### src/rtl/stacked_cs_pkg.sv
package stacked_cs_pkg;
  // Size fields are kilobyte counts: byte span = size << KB_SHIFT
  localparam int unsigned KB_SHIFT = 10;

  // Stacking order from the lowest address upward; the value is the cs bit
  typedef enum logic [1:0] {
    WIN_A1 = 2'd0,
    WIN_A2 = 2'd1,
    WIN_B1 = 2'd2,
    WIN_B2 = 2'd3
  } win_id_e;
endpackage

### src/rtl/cs_size_shadow.sv
module cs_size_shadow #(
  parameter int unsigned NUM_CS = 4,
  parameter int unsigned SIZE_W = 22
) (
  input  logic                     clk,
  input  logic                     rst_n,
  input  logic                     load_en,
  input  logic [NUM_CS*SIZE_W-1:0] size_i,
  output logic [NUM_CS*SIZE_W-1:0] size_q
);
  logic [NUM_CS*SIZE_W-1:0] size_d;

  always_comb begin
    size_d = size_q;
    if (load_en) size_d = size_i;
  end

  always_ff @(posedge clk or negedge rst_n) begin
    if (!rst_n) size_q <= '0;
    else        size_q <= size_d;
  end

  AST_SHADOW_FROZEN: assert property (@(posedge clk) disable iff (!rst_n)
    !load_en |=> $stable(size_q));
endmodule

### src/rtl/cs_window_map.sv
module cs_window_map #(
  parameter int unsigned NUM_CS = 4,
  parameter int unsigned SIZE_W = 22,
  parameter int unsigned LIM_W  = 35
) (
  input  logic [NUM_CS*SIZE_W-1:0]    size_kb_i,
  output logic [(NUM_CS+1)*LIM_W-1:0] bound_o
);
  import stacked_cs_pkg::*;

  localparam int unsigned PAD_W = LIM_W - SIZE_W - KB_SHIFT;

  // bound i is the base of window i; bound NUM_CS is the end of the map
  assign bound_o[LIM_W-1:0] = '0;

  for (genvar i = 0; i < NUM_CS; i++) begin : g_stack
    logic [LIM_W-1:0] span;
    assign span = {{PAD_W{1'b0}}, size_kb_i[i*SIZE_W +: SIZE_W], {KB_SHIFT{1'b0}}};
    assign bound_o[(i+1)*LIM_W +: LIM_W] = bound_o[i*LIM_W +: LIM_W] + span;
  end
endmodule

### src/rtl/cs_hit_decode.sv
module cs_hit_decode #(
  parameter int unsigned NUM_CS = 4,
  parameter int unsigned ADDR_W = 32,
  parameter int unsigned LIM_W  = 35
) (
  input  logic [ADDR_W-1:0]           addr_i,
  input  logic [(NUM_CS+1)*LIM_W-1:0] bound_i,
  output logic [NUM_CS-1:0]           hit_o,
  output logic                        miss_o,
  output logic [ADDR_W-1:0]           offset_o
);
  localparam int unsigned CMP_W = (ADDR_W > LIM_W) ? ADDR_W : LIM_W;

  logic [CMP_W-1:0] addr_x;
  logic [CMP_W-1:0] lim_x [NUM_CS+1];
  logic [CMP_W-1:0] diff  [NUM_CS];

  assign addr_x = CMP_W'(addr_i);

  for (genvar b = 0; b <= NUM_CS; b++) begin : g_lim
    assign lim_x[b] = CMP_W'(bound_i[b*LIM_W +: LIM_W]);
  end

  // Empty windows have base == end and so can never hit
  for (genvar i = 0; i < NUM_CS; i++) begin : g_win
    assign hit_o[i] = (addr_x >= lim_x[i]) && (addr_x < lim_x[i+1]);
    assign diff[i]  = addr_x - lim_x[i];
  end

  assign miss_o = addr_x >= lim_x[NUM_CS];

  always_comb begin
    offset_o = '0;
    for (int i = 0; i < NUM_CS; i++) begin
      if (hit_o[i]) offset_o = offset_o | diff[i][ADDR_W-1:0];
    end
  end
endmodule

### src/rtl/stacked_cs_decoder.sv
module stacked_cs_decoder #(
  parameter int unsigned NUM_CS = 4,
  parameter int unsigned ADDR_W = 32,
  parameter int unsigned SIZE_W = 22
) (
  input  logic                     clk,
  input  logic                     rst_n,
  input  logic                     req_valid_i,
  input  logic [ADDR_W-1:0]        req_addr_i,
  input  logic [NUM_CS*SIZE_W-1:0] win_size_kb_i,
  output logic                     rsp_valid_o,
  output logic [NUM_CS-1:0]        rsp_cs_o,
  output logic [ADDR_W-1:0]        rsp_offset_o,
  output logic                     rsp_err_o
);
  import stacked_cs_pkg::*;

  localparam int unsigned LIM_W = SIZE_W + KB_SHIFT + $clog2(NUM_CS) + 1;

  logic [NUM_CS*SIZE_W-1:0]    size_q;
  logic [(NUM_CS+1)*LIM_W-1:0] bound;
  logic [NUM_CS-1:0]           hit;
  logic                        miss;
  logic [ADDR_W-1:0]           offset;
  logic                        shadow_load;

  logic                        valid_d;
  logic [NUM_CS-1:0]           cs_d;
  logic [ADDR_W-1:0]           offset_d;
  logic                        err_d;

  assign shadow_load = !req_valid_i && !rsp_valid_o;

  cs_size_shadow #(.NUM_CS(NUM_CS), .SIZE_W(SIZE_W)) u_shadow (
    .clk     (clk),
    .rst_n   (rst_n),
    .load_en (shadow_load),
    .size_i  (win_size_kb_i),
    .size_q  (size_q)
  );

  cs_window_map #(.NUM_CS(NUM_CS), .SIZE_W(SIZE_W), .LIM_W(LIM_W)) u_map (
    .size_kb_i (size_q),
    .bound_o   (bound)
  );

  cs_hit_decode #(.NUM_CS(NUM_CS), .ADDR_W(ADDR_W), .LIM_W(LIM_W)) u_hit (
    .addr_i   (req_addr_i),
    .bound_i  (bound),
    .hit_o    (hit),
    .miss_o   (miss),
    .offset_o (offset)
  );

  always_comb begin
    valid_d  = req_valid_i;
    cs_d     = '0;
    offset_d = '0;
    err_d    = 1'b0;
    if (req_valid_i) begin
      cs_d  = hit;
      err_d = miss;
      if (!miss) offset_d = offset;
    end
  end

  always_ff @(posedge clk or negedge rst_n) begin
    if (!rst_n) begin
      rsp_valid_o  <= 1'b0;
      rsp_cs_o     <= '0;
      rsp_offset_o <= '0;
      rsp_err_o    <= 1'b0;
    end else begin
      rsp_valid_o  <= valid_d;
      rsp_cs_o     <= cs_d;
      rsp_offset_o <= offset_d;
      rsp_err_o    <= err_d;
    end
  end

  AST_CS_ONEHOT:   assert property (@(posedge clk) disable iff (!rst_n)
    $onehot0(rsp_cs_o));
  AST_REQ_TO_RSP:  assert property (@(posedge clk) disable iff (!rst_n)
    req_valid_i |=> rsp_valid_o);
  AST_IDLE_TO_NONE: assert property (@(posedge clk) disable iff (!rst_n)
    !req_valid_i |=> (!rsp_valid_o && rsp_cs_o == '0 && !rsp_err_o));
  AST_ERR_NO_CS:   assert property (@(posedge clk) disable iff (!rst_n)
    rsp_err_o |-> (rsp_cs_o == '0 && rsp_offset_o == '0));
  AST_VALID_DECIDES: assert property (@(posedge clk) disable iff (!rst_n)
    rsp_valid_o |-> ($countones(rsp_cs_o) + 32'(rsp_err_o) <= 1));
endmodule

### config.mk
export PLATFORM = sky130hd
export DESIGN_NAME = stacked_cs_decoder
export DESIGN_NICKNAME = d
export VERILOG_FILES = /design/src/rtl/stacked_cs_pkg.sv /design/src/rtl/cs_size_shadow.sv /design/src/rtl/cs_window_map.sv /design/src/rtl/cs_hit_decode.sv /design/src/rtl/stacked_cs_decoder.sv
export SDC_FILE = /design/constraint.sdc
export NUM_CORES = 1
export LEC_CHECK = 0
export BUFFER_PORTS_ARGS = -buffer_cell sky130_fd_sc_hd__buf_4
export CORE_MARGIN = 5
export CORE_UTILIZATION = 48
export DETAILED_ROUTE_END_ITERATION = 8
export PLACE_DENSITY = 0.73
export SLEW_MARGIN = 20
export SYNTH_ARGS = -nofsm -noshare
export SYNTH_HDL_FRONTEND = slang
export SYNTH_HIERARCHICAL = 1
export SYNTH_SLANG_ARGS = --single-unit
export TNS_END_PERCENT = 50
### constraint.sdc
create_clock -name clk -period 6.3 [get_ports clk]
set_input_delay 0.63 -clock clk [delete_from_list [all_inputs] [get_ports clk]]
set_output_delay 0.63 -clock clk [all_outputs]
set_load 0.05 [all_outputs]
==> flow_summary.toml <==
[status]
violations = "setup timing"
outcome = "finished with violations"

[critical_path]
startpoint = "u_shadow/size_q[22]"
worstSetupPathType = "flop to flop"
r2r.worst_path.cells = 33
crit_path_max_incr_delay_ps = 370
path_delay_family = "compound AO/OA/AOI/OAI gates"
cp-start-kind = "flop"
slowest_stage = "mux2_4"
r2r-start = "u_shadow/size_q[22]"
crit_required_ps = 6640
worstPathArrival_ps = 7350
reg2reg_to = "rsp_offset_o[4]"
reg2reg_setup_slack_ps = -700
cp-end-kind = "flop"
path_buf_inv = 4
worstPathMaxFanout = 7

[cells_and_area]
areaGrowthSynthToFinish_pct = 22.4
drive_gt1_share_pct = 26.9
n_fill_cell = 3098
nets = 2736

[route]
vias = 16200
antenna_left = 0
drt-pass1-iter-count = 5
wire_per_inst_um = 18.8
drc = 0
via_per_inst = 5.69
drt_iter0_markers = 1131
drt-total-wl_mm = 53.7

[global_routing]
grt_pass1_wl_mm = 83.2
grt_pass1_vias = 15800
grt_overflow = 0
grt.total_usage_pct = 26.5
antenna_found_initial = 1
grt_max_degree = 74

[synthesis]
syn_avg_cell_area_um2 = 8.45
synth_top_area_share_pct = 18.3
netlist_top_cells_area = "dfrtp_1 (18%), ha_1 (17%), xnor2_1 (5.3%)"
synth-seq-cells = 126
ys.flop_type = "dfrtp_1"
async_flop_share_pct = 100
yosysUniqueCellTypes = 95
synthesis.area_mm2 = 0.0172
ys_seq_area_share_pct = 18.3
ys_warn_count = 6
synth-edff-count = 0
yosysTopAreaCell = "dfrtp_1"
netlist_instances = 2037

[clocking]
ctsHoldBuffers = 0
cts-root-buf = "clkbuf_16"
numCtsBuffers = 17
clkTransAtPathRegs_ps = 70
clk-insertion-delay-late_ps = 450
cts.path.max_buffers = 2
cts_sinks = 126
cts_tree = "built"
htreeDepth = 4

[die]
die_y_um = 199
die_width_um = 199
core_area_mm2 = 0.0355
dieArea_mm2 = 0.0397
start_util_pct = 48.5
rows = 69
ios = 161

[placement]
dpl.hpwl_mm = 44.0
gp_congestion = 1.01
port_buffers = 160

[power]
power_leakage_nw = 10.4
power.total_mw = 14.5
ir_drop_uv = 479
power_density_mw_per_mm2 = 687

[timing]
period_share_pct = 111
rsz0062_at_grt = "true"
setup_violations = 34
hold_viol = 0
fin_ws_ps = -701
slew_violations = 0
finalClockSkew_ps = 12.2
max_freq_mhz = 143
worstMarginPinSlew_ps = 881
layout_min_cycle_time_ps = 7000
slew_headroom_pct = 41.2
holdWs_ps = 150

[hold_path]
hold_class = "primary input to async pin"

[job]
maxCapViolCount = 0
-- synth_stat cells (all sizes together), types with 24 or more instances --
cell and instances:
ha 229, and3 32, nor2 91, a21o 85
xnor2 106, nor3 34, nand4 24, nand2b 26
nor2b 31, mux2 89, a31oi 25, nand2 111
buf 131, o21a 29, inv 201, nand3 39
a21oi 176, o21ai 94, and3b 33, dfrtp 126
xor2 64
-- sequential cells by signal (all words and copies together), names as in the netlist --
register and cells:
u_shadow/size_q 88, rsp_valid_o 1, rsp_cs_o 4, rsp_offset_o 32, rsp_err_o 1
-- cell type report --
type | count | area (µm²) | share of cell area, %
Clock inverter | 14 | 159 | 0.755
Multi-Input combinational cell | 1637 | 13000 | 61.6
Clock buffer | 18 | 429 | 2.04
Inverter | 201 | 754 | 3.58
Tap cell | 461 | 577 | 2.74
Sequential cell | 126 | 3150 | 15.0
Timing Repair Buffer | 394 | 3010 | 14.3
Antenna cell | 1 | 2.50 | 0.0119
-- kinds of logic after synthesis --
family	after synthesis	share of synthesized area, %
AO/OA/AOI/OAI	592	24.1
XOR/XNOR	170	8.76
adder cells (fa/ha/maj)	236	17.5
buffers and inverters	354	10.6
flip-flops	126	18.3
multiplexers	90	6.32
other	1	0.0218
AND/OR/NAND/NOR	468	14.4
-- worst register-to-register path, delay by kind of cell, from the launching register on --
kind	cells	cell delay, ps
mux	1	370
flops	1	360
xor+xnor	2	290
fa+ha+maj	4	1020
simple gates	8	1790
buf+inv	4	520
compound gates	14	2560
-- how the worst max path moves through the flow --
stage	depth (start not counted)	slack, ps	to
floorplan	36	-210	rsp_offset_o[3]
global placement	31	-680	rsp_offset_o[27]
detailed placement	37	-800	rsp_offset_o[27]
CTS	38	-650	rsp_offset_o[1]
global route	33	-1040	rsp_offset_o[4]
finish	33	-700	rsp_offset_o[4]
-- power breakdown --
part / total (mW) / switching, mW / leakage [nW] / internal [mW]
clock: 1.03 / 0.436 / 0.293 / 0.591
sequential: 1.05 / 0.0978 / 1.56 / 0.956
combinational: 12.4 / 6.42 / 8.51 / 5.96
-- through the flow --
stage	cell area [µm²]	TNS, ps	util [%]	std cells	setup slack (ps)
6_report	21100	-20660	59.3	2852	-701
5_1_grt	21100	-30750	59.3	2852	-1040
4_1_cts	20700	-19490	58.4	2837	-650
3_5_place_dp	19900	-23050	56.0	2791	-795
3_3_place_gp	19900	-19830	56.0	2791	-685
2_1_floorplan	17600	-2940	-	2117	-207
-- per-layer routing --
metal	vias to the layer above	track usage, %	wire length (µm)
met5	-	0	0
met4	0	7.45	1340
met3	86	4.16	3740
met2	631	43.8	24900
met1	7659	36.2	23700
li1	7838	-	-
-- placed cells by master, fill, tap and decap left out, types with 13 or more instances in the layout --
| cell | synthesis | layout |
|---|---|---|
| mux2_2 | 69 | 68 |
| a21oi_2 | 5 | 21 |
| mux2_4 | 20 | 21 |
| a21o_1 | 84 | 84 |
| o211ai_1 | 20 | 20 |
| a211oi_1 | 18 | 15 |
| buf_4 | 104 | 386 |
| conb_1 | 1 | 81 |
| o21bai_1 | 19 | 19 |
| clkbuf_16 | 0 | 17 |
| dfrtp_1 | 126 | 126 |
| a31oi_1 | 24 | 24 |
| and3_1 | 28 | 26 |
| nor2b_1 | 31 | 29 |
| o21a_1 | 29 | 28 |
| nand2b_1 | 26 | 23 |
| xor2_1 | 64 | 63 |
| inv_1 | 198 | 197 |
| nor2_1 | 90 | 87 |
| a21oi_1 | 170 | 154 |
| nand3_1 | 39 | 38 |
| and2_1 | 13 | 13 |
| and3b_1 | 21 | 21 |
| ha_1 | 229 | 223 |
| nand2_1 | 111 | 108 |
| nand4_1 | 24 | 24 |
| nor3_1 | 33 | 30 |
| xnor2_1 | 105 | 102 |
| o21ai_1 | 25 | 32 |
| o21ai_0 | 67 | 54 |
-- what timing repair did --
action                     CTS  global route
setup endpoints to repair   34            34
pin swaps                   54            51
resized for setup           38            48
setup buffers               15            15
(Power assumes the default switching activity.)
